==> src/rtl/q15_fir_pkg.sv <==
package q15_fir_pkg;
  localparam int unsigned SMP_W = 16;
  localparam int unsigned ACC_W = 2 * SMP_W;

  typedef logic signed [SMP_W-1:0] smp_t;
  typedef logic signed [ACC_W-1:0] acc_t;

  localparam smp_t SMP_MAX = {1'b0, {(SMP_W-1){1'b1}}};
  localparam smp_t SMP_MIN = {1'b1, {(SMP_W-1){1'b0}}};
endpackage

==> src/rtl/q15_polarity.sv <==
module q15_polarity
  import q15_fir_pkg::*;
#(
  parameter bit INVERT = 1'b0
) (
  input  smp_t x_i,
  output smp_t x_o
);
  if (INVERT) begin : g_inv
    // most negative value has no positive twin; clamp it
    assign x_o = (x_i == SMP_MIN) ? SMP_MAX : -x_i;

    always_comb begin
      p_no_min_out_r8: assert (x_o != SMP_MIN);
    end
  end else begin : g_pass
    assign x_o = x_i;
  end
endmodule

==> src/rtl/q15_fir_direct.sv <==
module q15_fir_direct
  import q15_fir_pkg::*;
#(
  parameter int unsigned          NTAPS = 3,
  parameter logic [NTAPS*SMP_W-1:0] COEFS = {16'sd9830, 16'sd19661, 16'sd9830}
) (
  input  logic clk_i,
  input  logic rst_ni,
  input  logic en_i,
  input  smp_t x_i,
  output acc_t acc_o
);
  localparam int unsigned NDLY = NTAPS - 1;

  smp_t dly_q [NDLY];
  acc_t prod  [NTAPS];

  for (genvar k = 0; k < NTAPS; k++) begin : g_mul
    localparam smp_t C = smp_t'(COEFS[k*SMP_W +: SMP_W]);
    if (k == 0) begin : g_cur
      assign prod[k] = acc_t'(x_i) * acc_t'(C);
    end else begin : g_old
      assign prod[k] = acc_t'(dly_q[k-1]) * acc_t'(C);
    end
  end

  // adder chain: depth grows with NTAPS
  always_comb begin
    acc_o = prod[0];
    for (int k = 1; k < NTAPS; k++) acc_o = acc_o + prod[k];
  end

  for (genvar k = 0; k < NDLY; k++) begin : g_dly
    always_ff @(posedge clk_i or negedge rst_ni) begin
      if (!rst_ni)   dly_q[k] <= '0;
      else if (en_i) dly_q[k] <= (k == 0) ? x_i : dly_q[(k == 0) ? 0 : k-1];
    end
  end

  p_hold_dly_r6: assert property (@(posedge clk_i) disable iff (!rst_ni)
    !en_i |=> $stable(dly_q[0]));
endmodule

==> src/rtl/q15_fir_transposed.sv <==
module q15_fir_transposed
  import q15_fir_pkg::*;
#(
  parameter int unsigned          NTAPS = 3,
  parameter logic [NTAPS*SMP_W-1:0] COEFS = {16'sd9830, 16'sd19661, 16'sd9830}
) (
  input  logic clk_i,
  input  logic rst_ni,
  input  logic en_i,
  input  smp_t x_i,
  output acc_t acc_o
);
  localparam int unsigned NST = NTAPS - 1;

  acc_t st_q [NST];
  acc_t prod [NTAPS];

  for (genvar k = 0; k < NTAPS; k++) begin : g_mul
    localparam smp_t C = smp_t'(COEFS[k*SMP_W +: SMP_W]);
    assign prod[k] = acc_t'(x_i) * acc_t'(C);
  end

  assign acc_o = prod[0] + st_q[0];

  // partial sums advance one register per sample; one adder per stage
  for (genvar k = 0; k < NST; k++) begin : g_st
    acc_t nxt;
    if (k == NST - 1) begin : g_tail
      assign nxt = prod[k+1];
    end else begin : g_mid
      assign nxt = prod[k+1] + st_q[k+1];
    end
    always_ff @(posedge clk_i or negedge rst_ni) begin
      if (!rst_ni)   st_q[k] <= '0;
      else if (en_i) st_q[k] <= nxt;
    end
  end

  p_hold_st_r6: assert property (@(posedge clk_i) disable iff (!rst_ni)
    !en_i |=> $stable(st_q[0]));
endmodule

==> src/rtl/q15_narrow.sv <==
module q15_narrow
  import q15_fir_pkg::*;
(
  input  acc_t acc_i,
  input  logic sat_i,
  output smp_t q_o
);
  smp_t wrap_q;
  logic ovf_hi, ovf_lo;

  // Q30 -> Q15: drop 15 fraction bits, keep 16
  assign wrap_q = smp_t'(acc_i >>> (SMP_W - 1));
  assign ovf_hi = (acc_i[ACC_W-1 -: 2] == 2'b01);
  assign ovf_lo = (acc_i[ACC_W-1 -: 2] == 2'b10);

  always_comb begin
    q_o = wrap_q;
    if (sat_i && ovf_hi) q_o = SMP_MAX;
    if (sat_i && ovf_lo) q_o = SMP_MIN;
  end
endmodule

==> src/rtl/q15_fir.sv <==
module q15_fir
  import q15_fir_pkg::*;
#(
  parameter int unsigned            NTAPS      = 3,
  parameter logic [NTAPS*SMP_W-1:0] COEFS      = {16'sd9830, 16'sd19661, 16'sd9830},
  parameter bit                     TRANSPOSED = 1'b0,
  parameter bit                     INVERT_IN  = 1'b0
) (
  input  logic              clk_i,
  input  logic              rst_ni,
  input  logic              smp_vld_i,
  input  logic              sat_en_i,
  input  logic [SMP_W-1:0]  smp_i,
  output logic [SMP_W-1:0]  smp_o
);
  localparam acc_t Q30_HI = acc_t'(1) <<< (ACC_W - 2);

  smp_t x_pol;
  acc_t acc;
  smp_t q_nxt;
  smp_t y_q;

  q15_polarity #(.INVERT(INVERT_IN)) u_pol (
    .x_i (smp_t'(smp_i)),
    .x_o (x_pol)
  );

  if (TRANSPOSED) begin : g_tr
    q15_fir_transposed #(.NTAPS(NTAPS), .COEFS(COEFS)) u_core (
      .clk_i (clk_i),
      .rst_ni(rst_ni),
      .en_i  (smp_vld_i),
      .x_i   (x_pol),
      .acc_o (acc)
    );
  end else begin : g_df
    q15_fir_direct #(.NTAPS(NTAPS), .COEFS(COEFS)) u_core (
      .clk_i (clk_i),
      .rst_ni(rst_ni),
      .en_i  (smp_vld_i),
      .x_i   (x_pol),
      .acc_o (acc)
    );
  end

  q15_narrow u_narrow (
    .acc_i (acc),
    .sat_i (sat_en_i),
    .q_o   (q_nxt)
  );

  always_ff @(posedge clk_i or negedge rst_ni) begin
    if (!rst_ni)        y_q <= '0;
    else if (smp_vld_i) y_q <= q_nxt;
  end

  assign smp_o = y_q;

  p_hold_out_r6: assert property (@(posedge clk_i) disable iff (!rst_ni)
    !smp_vld_i |=> $stable(smp_o));

  p_sat_hi_r3: assert property (@(posedge clk_i) disable iff (!rst_ni)
    (smp_vld_i && sat_en_i && acc >= Q30_HI) |=> smp_o == SMP_MAX);

  p_sat_lo_r4: assert property (@(posedge clk_i) disable iff (!rst_ni)
    (smp_vld_i && sat_en_i && acc < -Q30_HI) |=> smp_o == SMP_MIN);

  p_slice_r5: assert property (@(posedge clk_i) disable iff (!rst_ni)
    (smp_vld_i && (!sat_en_i || acc[ACC_W-1] == acc[ACC_W-2]))
      |=> smp_o == $past(acc[ACC_W-2 -: SMP_W]));
endmodule

==> config.mk <==
export PLATFORM = sky130hd
export DESIGN_NAME = q15_fir
export DESIGN_NICKNAME = d
export VERILOG_FILES = /design/src/rtl/q15_fir_pkg.sv /design/src/rtl/q15_polarity.sv /design/src/rtl/q15_fir_direct.sv /design/src/rtl/q15_fir_transposed.sv /design/src/rtl/q15_narrow.sv /design/src/rtl/q15_fir.sv
export SDC_FILE = /design/constraint.sdc
export NUM_CORES = 1
export LEC_CHECK = 0
export BUFFER_PORTS_ARGS = -buffer_cell sky130_fd_sc_hd__buf_2
export CORE_ASPECT_RATIO = 0.5
export CORE_MARGIN = 2
export CORE_UTILIZATION = 55
export CTS_CLUSTER_SIZE = 10
export DETAILED_ROUTE_END_ITERATION = 12
export PLACE_DENSITY_LB_ADDON = 0.1
export SYNTH_ARGS = -nofsm -noshare
export SYNTH_HDL_FRONTEND = slang
export SYNTH_HIERARCHICAL = 1
export SYNTH_SLANG_ARGS = --single-unit
==> constraint.sdc <==
create_clock -name clk_i -period 10.8 [get_ports clk_i]
set_clock_uncertainty 0.15 [all_clocks]
set_input_delay 0 -clock clk_i [delete_from_list [all_inputs] [get_ports clk_i]]
set_output_delay 0 -clock clk_i [all_outputs]
set_load 0.02 [all_outputs]
==> metrics.md, run 1 <==
| Metric | Value |
|---|---|
| Share of post-route cells with drive strength above 1 | `6.09%` |
| Setup TNS | `0 ns` |
| Top Ports | `36` |
| CTS tree | `yes` |
| Final Hold Fails | `0` |
| Final Setup Violations | `0` |
| Flop2flop setup slack | `0.45 ns` |
| Worst relative slew slack | `42.9%` |
| FF-to-FF Start | `g_df.u_core/dly_q[8]$_DFFE_PN0P_` |
| Ant. Diodes | `0` |
| CP Capture Type | `flip-flop` |
| Die Wd | `257 um` |
| Worst setup endpoint | `smp_o[5]$_DFFE_PN0P_` |
| Worst Reg-to-Reg Cells | `36` |
| DRT antenna net count | `0` |
| WS Path Type | `flip-flop to flip-flop` |
| Final #Nets | `2500` |
| CTS Root Cell | `clkbuf_16` |
| Post-Syn Nets | `2476` |
| Clk sinks | `48` |
| Num CTS Buffers | `5` |
| CP arrival | `10.45 ns` |
| WL final | `41.8 mm` |
| Final worst path period share | `95.8%` |
| R2R Path End | `smp_o[5]$_DFFE_PN0P_` |
| Crit path top cell by count | `fa_1` |
| Storage cell area | `1200 sq um` |
| Period minus WS final | `10.35 ns` |
| Global-route wire length before repair | `66.8 mm` |
| Layout Cells excl Fill | `2271` |
| DRC | `0` |
| Via Count | `11900` |
| Slew of the pin with the lowest slew margin | `0.856 ns` |
| Drt initial violations | `678` |
| Worst-path clk slew | `0.08 ns` |
| Cells after DPL | `2251` |
| Initial antenna violation count | `0` |
| Area delta synth->final | `5.02%` |
| # rows | `46` |
| Clk Latency, worst-skew pair | `0.32 ns` |
| H-Tree Depth | `2` |
| Max Clk Rate | `96.6 MHz` |
| Hold_ws | `0.0145 ns` |
| Vias in the first global route | `12400` |
| HPWL after DPL | `36.8 mm` |
| Slew Limit Fails | `0` |
| CP Max Fanout | `17` |
| Initial core utilization | `55.7%` |
| WP data required | `10.90 ns` |
| Hold wc startpoint | `smp_i[8]` |
| Hold Path Class | `input pin to flip-flop` |
| Clock Path Buffers | `2` |
| CP startpoint | `g_df.u_core/dly_q[8]$_DFFE_PN0P_` |
| Die area | `33500 sq um` |
| Outcome | `finished, final reports clean` |
| Fillers | `2759` |
| IO Port Bufs | `35` |
| 1st-pass router iterations | `6` |
| Via-to-Cell Ratio | `5.22` |
| Largest net degree at the start of global routing | `60` |
| Area of the multi-input gates | `14000 sq um` |
| Synth warnings | `6` |
| Max-cap viol count | `0` |
| Routed length per instance | `18.4 um` |
| CP Launch Type | `flip-flop` |
| Die H | `130 um` |
| Final Util | `58.4%` |
| Mapped Area | `17600 sq um` |
| Global route total overflow | `0` |
| All-Layer GR Usage | `26.0%` |
| Delay of the slowest critical-path stage | `0.62 ns` |
| Cell count after synthesis | `1814` |
| Slowest cell on crit path | `dfrtp_1` |
| Core area | `31600 sq um` |
| Avg Inst Size Synth | `9.69 sq um` |
| Unrepaired setup endpoints after global routing | `false` |
| Gp weighted congestion | `0.938` |
-- how the worst min path moves through the flow --
stage | endpoint | slack, ns | depth (start not counted)
floorplan | g_df.u_core/dly_q[0]$_DFFE_PN0P_ | -0.45 | 0
global placement | smp_o[12]$_DFFE_PN0P_ | 0.02 | 2
detailed placement | smp_o[12]$_DFFE_PN0P_ | 0.02 | 2
CTS | g_df.u_core/dly_q[24]$_DFFE_PN0P_ | 0.002 | 2
global route | g_df.u_core/dly_q[23]$_DFFE_PN0P_ | 0.01 | 2
finish | g_df.u_core/dly_q[24]$_DFFE_PN0P_ | 0.01 | 2
-- stage by stage --
stage,worst slack (ns),area [sq um]
after floorplan,1.13,17600
after global placement,0.404,18100
after detailed placement,0.208,18100
after CTS,0.163,18400
after global routing,0.00735,18500
final,0.451,18500
-- registers in the layout (all words and copies together), names as in the netlist --
signal	flops
smp_o	16
g_df.u_core/dly_q	32
-- layout make-up --
cell class                      instances  share of cell area, %
Clock buffer                            5                  0.678
Clock inverter                          3                  0.251
Inverter                              573                   11.6
Multi-Input combinational cell       1154                   76.0
Sequential cell                        48                   6.52
Tap cell                              432                   2.93
Timing Repair Buffer                   56                   1.96
-- repair_timing --
action	in CTS	in global routing
setup endpoints to repair	0	16
setup buffers	0	1
gates resized for setup	0	16
hold buffers	11	0
endpoints found under the hold margin	58	0
-- cell usage in the layout (no fill, tap or decap), drive strengths merged, types with 10 or more instances in the layout --
master	count
dfrtp	48
o21bai	10
nor2	32
a21o	51
mux2	38
a21oi	76
xnor2	53
fa	323
o2bb2ai	15
and3	10
o21ai	48
nand2	44
ha	319
o21a	10
inv	574
xor2	18
buf	44
dlygate4sd3	11
nand4	11
-- per-layer routing --
metal  track usage [%]  up-vias  wire length, um
li1                  -     5667                -
met1              39.4     5958            21600
met2              41.8      218            18200
met3              3.09       20             1620
met4              2.87        0              329
met5                 0        -                0
-- critical path: cells and delay by family (launching register included) --
| kind | cells | cell delay [ns] |
|---|---|---|
| buffers and inverters | 7 | 0.34 |
| adders and majority gates | 12 | 5.25 |
| xor gates and xnor gates | 1 | 0.22 |
| muxes | 1 | 0.16 |
| AOI/OAI and AO/OA | 11 | 2.74 |
| and+or+nand+nor | 4 | 0.78 |
| DFF | 1 | 0.62 |
Power of run 1 is left out: the tool's default activity adds up to more than one toggle a clock period on the data nets, which glitch-free logic cannot reach.
==> run 2, diff against run 1 <==
BUFFER_PORTS_ARGS = default   (was -buffer_cell sky130_fd_sc_hd__buf_2)
DONT_BUFFER_PORTS = 1   (was default)
==> run 2 against run 1 <==
Compared with the run above:
- global-route usage up 0.54 points
- routed wire length is 0.58% higher
- setup slack improved by 0.026 ns
- worst hold slack improved by 0.018 ns
- sequential share of layout area about the same
- register-to-register slack better by 0.03 ns
- highest routed layer unchanged
- largest cell class unchanged
- clock-buffer cell count stayed put
==> metrics.md, run 2 (synthesis gave the netlist of run 1 again) <==
| Metric | Value |
|---|---|
| Initial antenna violation count | `0 (unchanged)` |
| Gp weighted congestion | `0.923 (-1.6%)` |
| Clk Latency, worst-skew pair | `0.32 ns (about the same)` |
| CP arrival | `10.36 ns (-0.09 ns)` |
| Delay-heaviest family, CP | `adder cells` |
| Top routing layer in use | `met4` |
| Die area | `33500 sq um (unchanged)` |
| Initial core utilization | `55.7% (unchanged)` |
| Slew of the pin with the lowest slew margin | `0.913 ns (+0.0570 ns)` |
| Area delta synth->final | `4.75%` |
| HPWL after DPL | `36.8 mm (about the same)` |
| Worst-path clk slew | `0.09 ns (about the same)` |
| Share of post-route cells with drive strength above 1 | `3.97% (-2.1 points)` |
| Largest Register | `g_df.u_core/dly_q` |
| Clk sinks | `48 (unchanged)` |
| CP Max Fanout | `17 (unchanged)` |
| CP Launch Type | `flip-flop` |
| Die H | `130 um (unchanged)` |
| Num CTS Buffers | `5 (unchanged)` |
| Via-to-Cell Ratio | `5.23 (+0.19%)` |
| CTS Root Cell | `clkbuf_16` |
| Largest net degree at the start of global routing | `60 (unchanged)` |
| Dpl ws | `0.151 ns (-0.0566 ns)` |
| Most frequent cells in the layout | `inv_1, fa_1, ha_1` |
| Outcome | `finished, final reports clean` |
| Unrepaired setup endpoints after global routing | `false` |
| DRC | `0 (unchanged)` |
| DRT met1 WL | `21.7 mm (+0.28%)` |
| 1st-pass router iterations | `5 (-1)` |
| Max reg flops | `32 (unchanged)` |
| Hold Path Class | `input pin to async pin` |
| Global-route wire length before repair | `67.9 mm (+1.7%)` |
| Routed length per instance | `18.7 um (+1.7%)` |
| Slew Limit Fails | `0 (unchanged)` |
| Final Setup Violations | `0 (unchanged)` |
| Worst relative slew slack | `39.1% (-3.8 points)` |
| Drt initial violations | `686 (+1.2%)` |
| Delay of the slowest critical-path stage | `0.60 ns (-0.02 ns)` |
| CP Capture Type | `flip-flop` |
| Met2 wire len | `17.9 mm (-1.6%)` |
| Global route total overflow | `0 (unchanged)` |
| H-Tree Depth | `2 (unchanged)` |
| Bufs and invs on worst path | `7 (unchanged)` |
| Vias in the first global route | `12600 (+2.0%)` |
| Die Wd | `257 um (unchanged)` |
| DRT antenna net count | `0 (unchanged)` |
| WP data required | `10.84 ns (-0.06 ns)` |
| IO Port Bufs | `0 (-100%)` |
| Final worst path period share | `95.6% (-0.24 points)` |
| Via Count | `11700 (-0.96%)` |
| Post-route setup slack | `0.478 ns (+0.0263 ns)` |
| Met3 wire length | `2.07 mm (+28%)` |
| Final Util | `58.3% (-0.15 points)` |
| CTS tree | `yes` |
| Crit path top cell by count | `fa_1` |
| Slowest cell on crit path | `dfrtp_1` |
| Top Ports | `36 (unchanged)` |
| Final Hold Fails | `0 (unchanged)` |
| WL final | `42.0 mm (+0.58%)` |
| All-Layer GR Usage | `26.6% (+0.54 points)` |
| Clock Path Buffers | `2 (unchanged)` |
| Final #Nets | `2474 (-1.0%)` |
| Fillers | `2756 (-0.11%)` |
| Max-cap viol count | `0 (unchanged)` |
| # rows | `46 (unchanged)` |
| WS Path Type | `flip-flop to flip-flop` |
| Setup TNS | `0 ns (unchanged)` |
| Ant. Diodes | `0 (unchanged)` |
| Period minus WS final | `10.32 ns (-0.0263 ns)` |
| Leading cell type in the layout, fill and taps excluded | `inv_1` |
| Core area | `31600 sq um (unchanged)` |
| Max Clk Rate | `96.9 MHz (+0.25%)` |
[run 2: cell count changes in the layout (fill, tap and decap cells not counted), sizes merged]
cell         change
dlygate4sd3     +11
clkinvlp         -1
buf             -36
bufinv           +1
clkbuf           -1
[run 2: final timing paths]
check                                            startpoint                           endpoint  slack, ns  cells after the start
setup / recovery           g_df.u_core/dly_q[8]$_DFFE_PN0P_               smp_o[2]$_DFFE_PN0P_       0.48                     35
hold reg to reg            g_df.u_core/dly_q[1]$_DFFE_PN0P_   g_df.u_core/dly_q[1]$_DFFE_PN0P_       0.49                      1
hold / removal                                       rst_ni               smp_o[7]$_DFFE_PN0P_       0.03                      2
min in group clk_i                                 smp_i[9]  g_df.u_core/dly_q[25]$_DFFE_PN0P_       0.27                      2
setup reg to reg           g_df.u_core/dly_q[8]$_DFFE_PN0P_               smp_o[2]$_DFFE_PN0P_       0.48                     35
max in group asynchronous                            rst_ni   g_df.u_core/dly_q[1]$_DFFE_PN0P_      10.16                      2
[run 2: layout make-up]
cell class / instances / area, sq um / area share [%]
clock buffers: 5 / 125 / 0.679
clock inverters: 3 / 68.8 / 0.374
inverters: 573 / 2150 / 11.7
multi-input cells: 1154 / 14000 / 76.0
flip-flops and latches: 48 / 1210 / 6.55
well taps: 432 / 541 / 2.93
repair buffers: 30 / 320 / 1.74
[run 2: metrics by stage]
| step | instances | hold WS, ns | cell area, sq um |
|---|---|---|---|
| 5_1_grt | 2245 | 0.0659 | 18400 |
| 3_5_place_dp | 2212 | -0.444 | 17900 |
| 4_1_cts | 2244 | 0.0212 | 18400 |
| 2_1_floorplan | 1814 | -0.446 | 17600 |
| 6_report | 2245 | 0.0329 | 18400 |
| 3_3_place_gp | 2212 | -0.444 | 17900 |
[run 2: timing repair]
action,4_1_cts,5_1_grt
endpoints found under the hold margin,96,0
setup endpoints to repair,0,16
setup buffers,0,1
gates resized for setup,0,12
hold buffers,24,0
[run 2: metal layers]
layer | GRT usage, % | up-vias
met5 | 0 | -
met4 | 3.04 | 0
met3 | 4.57 | 29
met2 | 41.9 | 238
met1 | 39.8 | 5859
li1 | - | 5623
Power of run 2 is left out for the same reason.
